**config.mk**
```make
export PLATFORM = sky130hd
export DESIGN_NAME = xreg_port
export DESIGN_NICKNAME = d
export VERILOG_FILES = /design/src/rtl/xreg_pkg.sv /design/src/rtl/xreg_decode.sv /design/src/rtl/xreg_sel.sv /design/src/rtl/xreg_bank.sv /design/src/rtl/xreg_port.sv
export SDC_FILE = /design/constraint.sdc
export NUM_CORES = 1
export LEC_CHECK = 0
export BUFFER_PORTS_ARGS = -buffer_cell sky130_fd_sc_hd__buf_4
export CAP_MARGIN = 10
export CELL_PAD_IN_SITES_DETAIL_PLACEMENT = 2
export CELL_PAD_IN_SITES_GLOBAL_PLACEMENT = 2
export CORE_ASPECT_RATIO = 0.9
export CORE_UTILIZATION = 35
export CTS_BUF_LIST = sky130_fd_sc_hd__clkbuf_4
export DETAILED_ROUTE_END_ITERATION = 16
export PLACE_DENSITY_LB_ADDON = 0.1
export SLEW_MARGIN = 20
export SYNTH_ARGS = -nofsm -noshare
export SYNTH_HDL_FRONTEND = slang
export SYNTH_SLANG_ARGS = --single-unit
```
**constraint.sdc**
```tcl
create_clock -name clk -period 5 [get_ports clk]
set_input_delay 1 -clock clk [delete_from_list [all_inputs] [get_ports clk]]
set_output_delay 1 -clock clk [all_outputs]
set_load 0.005 [all_outputs]
```
**src/rtl/xreg_pkg.sv**
```systemverilog
package xreg_pkg;

    localparam logic [15:0] PAIR_LOW_ADDR  = 16'h01CE;
    localparam logic [15:0] PAIR_HIGH_ADDR = 16'h03CE;
    localparam logic [7:0]  WINDOW_TOP     = 8'hBF;
    localparam int unsigned WINDOW_END     = 192;
    localparam logic [7:0]  FILL_BYTE      = 8'hFF;

    // One decoded bus cycle; at most one of the strobes is set
    typedef struct packed {
        logic       idx_load;   // 8-bit index write
        logic       wide_wr;    // combined index+data write
        logic       data_wr;    // 8-bit data-port write
        logic       data_rd;    // data-port read
        logic       rd_any;     // any read cycle (read not overridden by write)
        logic [7:0] lo;
        logic [7:0] hi;
    } bus_op_t;

    typedef struct packed {
        logic       armed;
        logic [7:0] index;
    } sel_state_t;

endpackage

```
**src/rtl/xreg_decode.sv**
```systemverilog
module xreg_decode
    import xreg_pkg::*;
(
    input  logic        alt_base,
    input  logic [15:0] bus_addr,
    input  logic        bus_wr,
    input  logic        bus_rd,
    input  logic        bus_wide,
    input  logic [15:0] bus_wdata,
    output bus_op_t     op
);

    logic [15:0] idx_port;
    logic [15:0] dat_port;

    always_comb begin
        idx_port = alt_base ? PAIR_HIGH_ADDR : PAIR_LOW_ADDR;
        dat_port = idx_port + 16'd1;
        op       = '0;
        op.lo    = bus_wdata[7:0];
        op.hi    = bus_wdata[15:8];
        if (bus_wr) begin
            if (bus_addr == idx_port) begin
                if (bus_wide) begin
                    op.wide_wr = 1'b1;
                end else begin
                    op.idx_load = 1'b1;
                end
            end else if (bus_addr == dat_port && !bus_wide) begin
                op.data_wr = 1'b1;
            end
        end else if (bus_rd) begin
            op.rd_any = 1'b1;
            if (bus_addr == dat_port) begin
                op.data_rd = 1'b1;
            end
        end
    end

endmodule

```
**src/rtl/xreg_sel.sv**
```systemverilog
module xreg_sel
    import xreg_pkg::*;
#(
    parameter int unsigned BANK_REGS = 32,
    localparam int unsigned IDX_W    = $clog2(BANK_REGS)
) (
    input  logic             clk,
    input  logic             rst_n,
    input  bus_op_t          op,
    output logic             armed,
    output logic             wr_en,
    output logic [IDX_W-1:0] wr_slot,
    output logic [7:0]       wr_data,
    output logic             rd_update,
    output logic             rd_hit,
    output logic [IDX_W-1:0] rd_slot
);

    localparam logic [7:0] WINDOW_BASE = 8'(WINDOW_END - BANK_REGS);

    sel_state_t st_d, st_q;

    function automatic logic in_window(input logic [7:0] idx);
        return (idx >= WINDOW_BASE) && (idx <= WINDOW_TOP);
    endfunction

    function automatic logic [IDX_W-1:0] to_slot(input logic [7:0] idx);
        return IDX_W'(idx - WINDOW_BASE);
    endfunction

    always_comb begin
        st_d      = st_q;
        wr_en     = 1'b0;
        wr_slot   = '0;
        wr_data   = op.lo;
        rd_update = op.rd_any;
        rd_hit    = 1'b0;
        rd_slot   = '0;
        if (op.wide_wr) begin
            st_d.index = op.lo;
            st_d.armed = 1'b0;
            wr_en      = in_window(op.lo);
            wr_slot    = to_slot(op.lo);
            wr_data    = op.hi;
        end else if (op.idx_load) begin
            st_d.index = op.lo;
            st_d.armed = 1'b1;
        end else if (op.data_wr && st_q.armed) begin
            st_d.armed = 1'b0;
            wr_en      = in_window(st_q.index);
            wr_slot    = to_slot(st_q.index);
        end else if (op.data_rd && st_q.armed) begin
            st_d.armed = 1'b0;
            rd_hit     = in_window(st_q.index);
            rd_slot    = to_slot(st_q.index);
        end
    end

    always_ff @(posedge clk) begin
        if (!rst_n) begin
            st_q <= '0;
        end else begin
            st_q <= st_d;
        end
    end

    assign armed = st_q.armed;

endmodule

```
**src/rtl/xreg_bank.sv**
```systemverilog
module xreg_bank
    import xreg_pkg::*;
#(
    parameter int unsigned BANK_REGS = 32,
    localparam int unsigned IDX_W    = $clog2(BANK_REGS)
) (
    input  logic                   clk,
    input  logic                   rst_n,
    input  logic                   wr_en,
    input  logic [IDX_W-1:0]       wr_slot,
    input  logic [7:0]             wr_data,
    input  logic                   rd_update,
    input  logic                   rd_hit,
    input  logic [IDX_W-1:0]       rd_slot,
    output logic [7:0]             rdata,
    output logic [8*BANK_REGS-1:0] reg_out
);

    typedef struct packed {
        logic [BANK_REGS-1:0][7:0] regs;
        logic [7:0]                rdata;
    } bank_t;

    bank_t bk_d, bk_q;

    always_comb begin
        bk_d = bk_q;
        if (wr_en) begin
            bk_d.regs[wr_slot] = wr_data;
        end
        if (rd_update) begin
            bk_d.rdata = rd_hit ? bk_q.regs[rd_slot] : FILL_BYTE;
        end
    end

    always_ff @(posedge clk) begin
        if (!rst_n) begin
            bk_q <= '0;
        end else begin
            bk_q <= bk_d;
        end
    end

    for (genvar k = 0; k < BANK_REGS; k++) begin : g_out
        assign reg_out[8*k +: 8] = bk_q.regs[k];
    end

    assign rdata = bk_q.rdata;

endmodule

```
**src/rtl/xreg_port.sv**
```systemverilog
module xreg_port
    import xreg_pkg::*;
#(
    parameter int unsigned BANK_REGS = 32,
    localparam int unsigned IDX_W    = $clog2(BANK_REGS),
    localparam int unsigned OUT_W    = 8 * BANK_REGS
) (
    input  logic             clk,
    input  logic             rst_n,
    input  logic             alt_base,
    input  logic [15:0]      bus_addr,
    input  logic             bus_wr,
    input  logic             bus_rd,
    input  logic             bus_wide,
    input  logic [15:0]      bus_wdata,
    output logic [7:0]       bus_rdata,
    output logic [OUT_W-1:0] reg_out
);

    bus_op_t          op;
    logic             sel_armed;
    logic             wr_en;
    logic [IDX_W-1:0] wr_slot;
    logic [7:0]       wr_data;
    logic             rd_update;
    logic             rd_hit;
    logic [IDX_W-1:0] rd_slot;

    xreg_decode u_decode (
        .alt_base  (alt_base),
        .bus_addr  (bus_addr),
        .bus_wr    (bus_wr),
        .bus_rd    (bus_rd),
        .bus_wide  (bus_wide),
        .bus_wdata (bus_wdata),
        .op        (op)
    );

    xreg_sel #(.BANK_REGS(BANK_REGS)) u_sel (
        .clk       (clk),
        .rst_n     (rst_n),
        .op        (op),
        .armed     (sel_armed),
        .wr_en     (wr_en),
        .wr_slot   (wr_slot),
        .wr_data   (wr_data),
        .rd_update (rd_update),
        .rd_hit    (rd_hit),
        .rd_slot   (rd_slot)
    );

    xreg_bank #(.BANK_REGS(BANK_REGS)) u_bank (
        .clk       (clk),
        .rst_n     (rst_n),
        .wr_en     (wr_en),
        .wr_slot   (wr_slot),
        .wr_data   (wr_data),
        .rd_update (rd_update),
        .rd_hit    (rd_hit),
        .rd_slot   (rd_slot),
        .rdata     (bus_rdata),
        .reg_out   (reg_out)
    );

endmodule

```
* Word level (Yosys, flattened, before mapping) *
Cells that the tools add are included.

storage, ports and cells
  bits in registers = 273
  input port bits = 38
  output and inout port bits = 264
  logic and storage cells = 94

cells by class
  $add $sub $neg = 3
  $lt $le $gt $ge = 7
  equality and inequality tests = 2
  mux-type cells = 36
  bitwise operators = 1
  reduce and logical (&&, ||, !) cells = 10

operators by type and width
  cell                   count
  $bwmux 256             1
  $mux 8                 6
  $bmux 8 s5             1
  $demux 8 s5            1
  $mux 5                 7
  $eq 16x16->1           2
  $add 16x1->16 const B  1
  $ge 8x8->1 const B     2
  $le 8x8->1 const B     2
  $mux 1                 15
  $lt 5x6->1 const B     2
  $mux 10                1
  $sub 5x1->5 const B    2
  $logic_and 1x1->1      6
  $mux 2                 3
  $ge 5x1->1 const B     1
  $mux 3                 1
  $reduce_bool 3->1      1
  $reduce_bool 2->1      1
  $reduce_or 2->1        1
  $logic_not 1->1        1
  $not 1->1              1

* Logic depth before layout (Yosys ltp) *
Gate-level depths: netlist (run 1).

  word-level depth = 16
  mapped depth = 13
  gate-level depth less buffers = 8

* Hierarchy *
Synthesis (run 1) repeated with hierarchy kept, for this count alone.

second synthesis, totals
  cells, all modules = 1508
  area total of the unflattened synthesis = 12771.0 um^2

modules (own cells, without submodules)
  module       instances  cells an instance  area an instance (um^2)  seq. area each (um^2)
  xreg_bank    1          1401               11875.1                  5285.1
  xreg_sel     1          76                 673.1                    180.2
  xreg_decode  1          31                 222.7                    0.0

* Worst setup path after synthesis (run 1) *
OpenSTA, ideal clock, no wires.

  path kind = input-to-reg
  start = input port bus_addr[12]
  end = register u_bank.bk_q, in the netlist u_bank.rdata[5]
  arrival = 3.414 ns
  slack = 1.461 ns
  stages = 12
  path buffers = 4
  cells stage by stage = nor4b_1 and2_1 clkbuf_1 nand4_1 buf_2 buf_2 buf_2 mux2i_1 o21ai_0 a222oi_1 a31oi_1 a2111o_1

on the way
  cells in the longest elaborated chain, start to end = 12
  elaborated cells on any way between the ends = 23

RTL lines
  item                                         line                                  source
  from (decl)                                  xreg_port.sv:11                       input logic [15:0] bus_addr,
  $eq 16x16->1                                 xreg_decode.sv:29, xreg_decode.sv:34
  $mux 1 or $logic_and 1x1->1 (tied branches)  xreg_decode.sv:34, xreg_decode.sv:29
  $mux 2 or $mux 1 (tied branches)             xreg_decode.sv:32, xreg_decode.sv:29
  $mux 2 or $mux 1 (tied branches)             xreg_decode.sv:22, xreg_decode.sv:23
  $logic_and 1x1->1 or $mux 3 (tied branches)  xreg_sel.sv:52, xreg_decode.sv:22
  $mux 5 or $logic_and 1x1->1 (tied branches)  xreg_sel.sv:52, xreg_sel.sv:48
  $mux 5                                       xreg_sel.sv:48                        end else if (op.data_wr && st_q.armed) begin
  $mux 5                                       xreg_sel.sv:45                        end else if (op.idx_load) begin
  $mux 5                                       xreg_sel.sv:39                        if (op.wide_wr) begin
  $bmux 8 s5                                   xreg_bank.sv:32                       bk_d.rdata = rd_hit ? bk_q.regs[rd_slot] : FILL_BYTE;
  $mux 8 (not written as such)                 xreg_bank.sv:32
  $mux 8 (*)                                   xreg_bank.sv:32
  to (signal assigned)                         xreg_bank.sv:40                       bk_q <= bk_d;
  to (decl)                                    xreg_bank.sv:24                       bank_t bk_d, bk_q;

Every way passes the cells marked *; elsewhere a longest branch is shown, timed or not. The select of a mux whose other input is x is not followed.
A chain may end at the register's enable or synchronous reset.

* Worst setup path after layout (run 1) *
  start = input port bus_addr[12]
  end = register u_bank.bk_q, in the netlist u_bank.rdata[3]

The elaborated chain is that of the path after synthesis.

==> results.md, run 1 <==
* # IOs at 302
* Full die area at 35700 um2
* Drt initial violations at 707
* Worst clock skew at 49.5 ps
* CTS HTree Levels at 3
* Final hold vios at 0
* Top delay family on crit path: compound AO/OA/AOI/OAI gates
* Primary FF master, synth: dfxtp_1
* Sequential power share at 49.5%
* Slew headroom at 33.1%
* Status: completed
* Core ar. at 34200 um2
* Minimum clock period at 3890 ps
* Ys async rst share at 0%
* Final Max Tran Viols at 0
* FF+latch count, synth at 273
* Syn Nets at 1426
* Avg Vias per Cell at 5.66
* Setup_tns at 0 ps
* Register area share after synthesis at 44.6%
* Setup crit start kind: input port
* Sw Ratio at 25.3%
* Clk buf depth at 3
* Crit Path Category: input port to flop
* Post-layout util at 46.7%
* Total number of vias at 12500
* WL final at 57100 um
* Internal power at 3290 uW
* DRC at 0
* Setup Viol. Count Final at 0
* Routed len/inst at 25.8 um
* Cts hold-fix bufs at 0
* Average cell area after synthesis at 8.82 um2
* Area Growth Syn to Fin at 30.5%
* Max FO, Critical Path at 22
* Gpl congestion at 0.901
* Number of synthesized flops with an enable pin at 0
* Share of layout cells above drive strength 1 at 29.9%
* Die Span Y at 179 um
* Root buffer cell: clkbuf_4
* Sw Pwr at 1120 uW
* CTS-repair resized insts at 0
* Port bufs at 301
* Worst stage delay on the critical path at 850 ps
* Die W at 199 um
* Non-Filler Instances at 2216
* Synth Warn # at 0
* Number of iterations in the first detailed-routing pass at 5
* Max-Cap Viols at 0
* FMAX at 257 MHz
* CTS tree: built
* Critical path arrival at 4490 ps
* Post-CTS setup buffers at 0
* Grt total ovfl at 0
* Antenna Nets Post-Route at 0
* Synthesized area at 12200 um2
* Hold slack at 471 ps
* TritonCTS buffer count at 76
* Initial antenna violation count at 2
* Clock Power Share at 46.8%
* DP Cell Count at 2090
* Most used cell, CP: buf_4
* Clk sinks at 273
* Slowest cell on the critical path: a222oi_1
* Global-route usage over all layers at 31.6%
* Gate Count Post-Synth at 1388
* First-pass GRT wire length at 84800 um
* VDD IR-drop max at 0.114 mV
* Pleak at 0.00676 uW
* Clk_lat worst skew at 730 ps
* Netlist cell types at 65
* # rows at 64
* Worst-margin pin slew at 1000 ps
* Clk slew on worst S/H paths at 70 ps
* Crit share post-route at 77.8%
* Initial core utilization at 35.8%
* Unrepaired setup endpoints after global routing: false
* CP bufs+invs at 2
* Worst Path Required at 5600 ps
* Vias in the first global route at 13300
* CP endpoint kind: flop
* Largest net degree at the start of global routing at 112
* Critical-path cell list: buf_4, nor4b_1, and2_1, nand4_1, buf_4, mux2i_1, o21ai_0, a222oi_1, a21oi_1, a2111o_1
* Fillers at 3826
* DP HPWL at 40100 um
* Min-Delay Path Class: flop to flop
* Final #Nets at 1744
* Pwr dens at 276 nW/um2
* Comb pwr share at 3.7%
-- synth_stat cells, types with 4 or more instances --
library cell | number | area, um2
mux2i_1 | 191 | 1910
nor2b_1 | 6 | 37.5
nand2b_1 | 4 | 25.0
or3_1 | 6 | 37.5
nand4_1 | 9 | 56.3
o21a_1 | 6 | 45.0
a21boi_0 | 7 | 52.6
o22a_1 | 7 | 61.3
nand3_1 | 130 | 651
clkbuf_1 | 84 | 315
a2111oi_0 | 6 | 52.6
nor3_2 | 5 | 50.1
a22oi_1 | 5 | 37.5
o221ai_1 | 17 | 149
o22ai_1 | 22 | 138
nor2_4 | 8 | 90.1
nand2_1 | 292 | 1100
buf_2 | 7 | 35.0
o21ai_0 | 123 | 616
nor3_1 | 6 | 30.0
a21oi_1 | 15 | 75.1
a31oi_1 | 4 | 25.0
a2111o_1 | 7 | 78.8
or4_1 | 6 | 45.0
buf_1 | 15 | 56.3
a221oi_1 | 7 | 61.3
dfxtp_1 | 273 | 5470
a222oi_1 | 7 | 70.1
mux2_2 | 29 | 327
and3_1 | 9 | 56.3
nand2_2 | 4 | 25.0
nor2_1 | 29 | 109
-- sequential cells by signal, summed over array words and instances (netlist names) --
register        count
u_bank.rdata        8
u_bank.reg_out    256
u_sel.armed         1
u_sel.st_q          8
-- area by class of cell --
type,count,area [um2],share of cell area (%)
clock inverter,13,81.3,0.509
sequential,273,5470,34.2
clock buffer,112,841,5.26
inverter,4,15.0,0.0939
antenna,1,2.50,0.0157
multi-input combinational,1004,6390,40.0
tap,462,578,3.62
timing repair buffer,347,2610,16.3
-- cells by family (layout without fill, tap and decap cells) --
kind of cell	after synthesis	count (layout)	synth area share, %
buffers and inverters	111	476	3.50
AND/OR/NAND/NOR	531	531	20.3
AO/OA/AOI/OAI	252	252	13.3
flip-flops	273	273	44.6
XOR/XNOR	1	1	0.0715
multiplexers	220	220	18.3
other	0	1	0
-- power by group through the flow --
stage | Sequential, uW | Clock (uW) | Combinational [uW]
2_1_floorplan | 2230 | 0 | 72.9
3_3_place_gp | 2230 | 0 | 161
3_5_place_dp | 2230 | 0 | 163
4_1_cts | 2180 | 2120 | 163
5_1_grt | 2180 | 2220 | 173
6_report | 2180 | 2060 | 165
-- routing by layer --
metal  vias up  wire, um  share of wire, %  track usage (%)
met5         -         0                 0                0
met3       114      3280               5.7             5.50
met2       441     27300                48             52.1
li1       5646         -                 -                -
met4         0      1690               3.0             11.8
met1      6344     24800                44             41.0
-- final timing paths --
check / from / to / slack, ps / cells after the start
worst max-delay path: bus_addr[12] / u_bank.rdata[3] / 1110 / 10
worst min-delay path: u_sel.st_q[5] / u_sel.st_q[5] / 470 / 2
worst max register to register: u_sel.st_q[1] / u_bank.rdata[3] / 1120 / 7
worst min register to register: u_sel.st_q[5] / u_sel.st_q[5] / 470 / 2
-- per-stage QoR --
stage | power (uW) | area [um2] | setup slack [ps]
finish | 4410 | 16000 | 1110
global placement | 2390 | 15100 | 537
detailed placement | 2390 | 15100 | 505
floorplan | 2300 | 12200 | 1460
CTS | 4460 | 16000 | 1260
global route | 4570 | 16000 | 1040
-- placed cells by master, fill, tap and decap left out, types with 8 or more instances in the layout --
master	n
nor2_1	29
a21oi_1	15
nand3_1	130
and3_1	9
buf_4	346
dfxtp_1	272
o21ai_0	123
nand4_1	9
mux2_2	29
o221ai_1	17
o22ai_1	22
nor2_4	8
clkbuf_4	112
mux2i_1	191
nand2_1	292
-- worst reg2reg max path: stages, from the launching register on --
cell      delay, ps
dfxtp_1         850
inv_2           470
nor4_4          370
buf_4           440
nor3_1          250
a222oi_1        760
a21oi_1         220
a2111o_1        430
Note: power is estimated with default switching activity, not from simulation.
==> inputs of run 2 (changes only) <==
--- a/config.mk
+++ b/config.mk
@@ -5,12 +5,13 @@
 export SDC_FILE = /design/constraint.sdc
 export NUM_CORES = 1
 export LEC_CHECK = 0
+export ABC_AREA = 1
 export BUFFER_PORTS_ARGS = -buffer_cell sky130_fd_sc_hd__buf_4
 export CAP_MARGIN = 10
 export CELL_PAD_IN_SITES_DETAIL_PLACEMENT = 2
 export CELL_PAD_IN_SITES_GLOBAL_PLACEMENT = 2
 export CORE_ASPECT_RATIO = 0.9
-export CORE_UTILIZATION = 35
+export CORE_UTILIZATION = 30
 export CTS_BUF_LIST = sky130_fd_sc_hd__clkbuf_4
 export DETAILED_ROUTE_END_ITERATION = 16
 export PLACE_DENSITY_LB_ADDON = 0.1
==> constraint.sdc (replaced) <==
create_clock -name clk -period 3.7 [get_ports clk]
set_input_delay 0.74 -clock clk [delete_from_list [all_inputs] [get_ports clk]]
set_output_delay 0.74 -clock clk [all_outputs]
set_load 0.005 [all_outputs]
==> run 2 against run 1 <==
Against the previous run:
- global-route usage is 4.2 points lower
- sequential power is 35% higher
- sequential share of layout area is 4.5 points lower
- hold slack worse by 260 ps
- clock skew is 21 ps lower
- clock power is 41% higher
- final cell count is 49% higher
- final area is 15% higher
- utilization is 8.4 points lower
- worst setup slack worse by 19 ps
- highest routed layer unchanged
- via count is 29% higher
- wire length is 20% higher
==> results.md, run 2 <==
* Final WS setup at 1090 ps (-19.5 ps)
* Internal power at 4530 uW (+38%)
* Critical-path cell list: buf_4, nor2_2, nand3b_4, nor2_2, nand2_1, nor2_4, nand2_4, buf_4, nand2_1, nand3_1, nand3_1, nand3_1, nand2_1, nand2_1, nand3_1, nand2_1, inv_1
* Worst Path Required at 4490 ps (-1110 ps)
* DRC at 0 (unchanged)
* CP endpoint kind: flop
* Leading cell type in the layout, fill and taps excluded: nand2_1
* Number of synthesized flops with an enable pin at 0 (unchanged)
* Final Max Tran Viols at 0 (unchanged)
* Most used cell, CP: nand2_1
* Met3 WL at 2980 um (-9.2%)
* Synth Area in XOR/XNOR at 0% (-0.072 points)
* Status: completed
* Worst-margin pin slew at 685 ps (-316 ps)
* Register area share after synthesis at 37.5% (-7.1 points)
* Synthesized area at 14600 um2 (+19%)
* Setup_tns at 0 ps (unchanged)
* Ys async rst share at 0% (unchanged)
* Setup slack at placement at 249 ps (-256 ps)
* Worst clock skew at 28.9 ps (-20.6 ps)
* Comb pwr share at 5.3% (+1.6 points)
* Clk buf depth at 3 (unchanged)
* CP bufs+invs at 3 (+1)
* DP Cell Count at 3183 (+52%)
* Top delay family on crit path: simple AND/OR/NAND/NOR gates
* Antenna Nets Post-Route at 0 (unchanged)
* DP HPWL at 47900 um (+19%)
* Die W at 234 um (+18%)
* Primary FF master, synth: dfxtp_1
* Met1 WL at 31100 um (+25%)
* Main combinational cell family by area after synthesis: simple AND/OR/NAND/NOR gates
* Worst hold path endpoint: u_sel.st_q[5]
* Setup Viol. Count Final at 0 (unchanged)
* Minimum clock period at 2610 ps
* Crit Path Category: input port to flop
* Setup crit start kind: input port
* CTS tree: built
* Pwr dens at 336 nW/um2 (+22%)
* # rows at 76 (+19%)
* Root buffer cell: clkbuf_4
* Grt total ovfl at 0 (unchanged)
* CTS HTree Levels at 3 (unchanged)
* Top Layer Used: met4
* Number of iterations in the first detailed-routing pass at 5 (unchanged)
* Full die area at 49500 um2 (+38%)
* Largest net degree at the start of global routing at 82 (-27%)
* Initial core utilization at 30.4% (-5.4 points)
* Post-CTS setup buffers at 0 (unchanged)
* Die Span Y at 211 um (+18%)
* Final #Nets at 2682 (+54%)
* Multiplexer share of the synthesized area at 0.549% (-18 points)
* Commonest cells after routing, fill and taps aside: nand2_1 (716), nor2_1 (557), buf_4 (327), nand3_1 (299), dfxtp_1 (273)
* Max reg flops at 256 (unchanged)
* Synth Area in Compound Gates at 1.21% (-12 points)
* Max-Cap Viols at 0 (unchanged)
* RR Endpoint: u_bank.rdata[3]
* Most frequent cell after synthesis: nand2_1
* WL final at 68200 um (+20%)
* Global-route usage over all layers at 27.4% (-4.2 points)
* Slowest cell on the critical path: nor2_4
* Gpl congestion at 0.823 (-8.7%)
* Core ar. at 47900 um2 (+40%)
* Top cells by count, synth: nand2_1 (717), nor2_1 (560), nand3_1 (300)
* Top cell type's share of synthesized area at 37.5% (-7.1 points)
* Sequential power share at 47.7% (-1.8 points)
* Reg2reg path depth at 13 (+6)
* Top cells by area, synth: dfxtp_1 (37%), nand2_1 (18%), nor2_1 (14%)
* Avg Vias per Cell at 4.89 (-14%)
* TritonCTS buffer count at 83 (+9.2%)
* First-pass GRT wire length at 102000 um (+20%)
* Synth area leader: dfxtp_1
* Hold Path Stages at 3 (+1)
* Final hold vios at 0 (unchanged)
* # IOs at 302 (unchanged)
* Average cell area after synthesis at 6.17 um2 (-30%)
* Post-Synth Adder-Cell Area at 0% (unchanged)
* Netlist cell types at 29 (-55%)
* Drt initial violations at 699 (-1.1%)
* Worst stage delay on the critical path at 320 ps (-530 ps)
* Crit Reg-Reg Startpoint: u_sel.armed
* Routed len/inst at 20.6 um (-20%)
* CTS-repair resized insts at 0 (unchanged)
* Gate Count Post-Synth at 2362 (+70%)
* Min-Delay Path Class: input port to flop
* Simple-gate share of the synthesized area at 49.3% (+29 points)
* VDD IR-drop max at 0.187 mV (+65%)
* Initial antenna violation count at 2 (unchanged)
* Total number of vias at 16200 (+29%)
* HP Start: bus_wdata[5]
* Cts hold-fix bufs at 0 (unchanged)
* Share of layout cells above drive strength 1 at 20.1% (-9.9 points)
* Unrepaired setup endpoints after global routing: false
* Port bufs at 301 (unchanged)
* Synth Warn # at 0 (unchanged)
* Met2 Wirelength at 32600 um (+20%)
* Clock Power Share at 46.9% (about the same)
* Post-layout util at 38.4% (-8.4 points)
* Max FO, Critical Path at 24 (+9.1%)
* Clk_lat worst skew at 840 ps (+110 ps)
* Critical path arrival at 3400 ps (-1090 ps)
* R2R Setup Slk at 1260 ps (+140 ps)
* Slew headroom at 54.2% (+21 points)
* Clk slew on worst S/H paths at 70 ps (about the same)
* Sw Pwr at 1650 uW (+48%)
* Vias in the first global route at 17100 (+28%)
* Area Growth Syn to Fin at 26.2%
* Clk sinks at 273 (unchanged)
* Hold slack at 210 ps (-261 ps)
* Syn Nets at 2400 (+68%)
* Non-Filler Instances at 3306 (+49%)
* Crit share post-route at 70.5%
* FF+latch count, synth at 273 (unchanged)
* Pleak at 0.00811 uW (+20%)
* FMAX at 383 MHz
* Sw Ratio at 26.6% (+1.3 points)
-- run 2: worst max-delay path by stage --
stage / start / endpoint / slack [ps] / depth (start not counted)
after floorplan: bus_addr[13] / u_bank.reg_out[37] / 1050 / 16
after global placement: bus_addr[13] / u_bank.rdata[3] / 370 / 17
after detailed placement: bus_addr[5] / u_bank.rdata[5] / 250 / 15
after CTS: bus_addr[13] / u_bank.reg_out[225] / 1140 / 15
after global routing: bus_addr[13] / u_bank.rdata[5] / 980 / 19
final: bus_addr[5] / u_bank.rdata[3] / 1090 / 17
-- run 2: worst reg2reg max path, delay by kind of cell, from the launching register on --
family	cells	cell delay, ps
simple gates	11	1630
flops	1	390
buf+inv	2	350
-- run 2: layout make-up --
cell class / instances / area [um2]
multi-input cells: 1703 / 7570
diodes: 5 / 12.5
clock inverters: 7 / 82.6
well taps: 624 / 781
inverters: 241 / 905
clock buffers: 111 / 833
fillers: 5967 / 29500
flip-flops and latches: 273 / 5470
repair buffers: 342 / 2750
-- run 2: logic make-up after synthesis --
logic type / count (synthesis)
AOI/OAI and AO/OA: 24
buffers and inverters: 386
DFF: 273
muxes: 8
and+or+nand+nor: 1671
-- run 2: power groups by stage --
| stage | logic [uW] | clock network [uW] | registers, uW |
|---|---|---|---|
| floorplan | 159 | 0 | 3010 |
| global placement | 323 | 0 | 3010 |
| detailed placement | 333 | 0 | 3010 |
| CTS | 334 | 3000 | 2950 |
| global route | 356 | 3140 | 2950 |
| finish | 330 | 2900 | 2950 |
-- run 2: metal layers --
layer	up-vias	GRT usage, %
li1	7761	-
met1	7951	35.4
met2	355	46.1
met3	108	4.98
met4	0	8.21
met5	-	0
-- run 2: metrics by stage --
| stage | total power, uW | cell area [um2] |
|---|---|---|
| after floorplan | 3170 | 14600 |
| after global placement | 3340 | 17500 |
| after detailed placement | 3350 | 17500 |
| after CTS | 6280 | 18400 |
| after global routing | 6440 | 18400 |
| final | 6180 | 18400 |
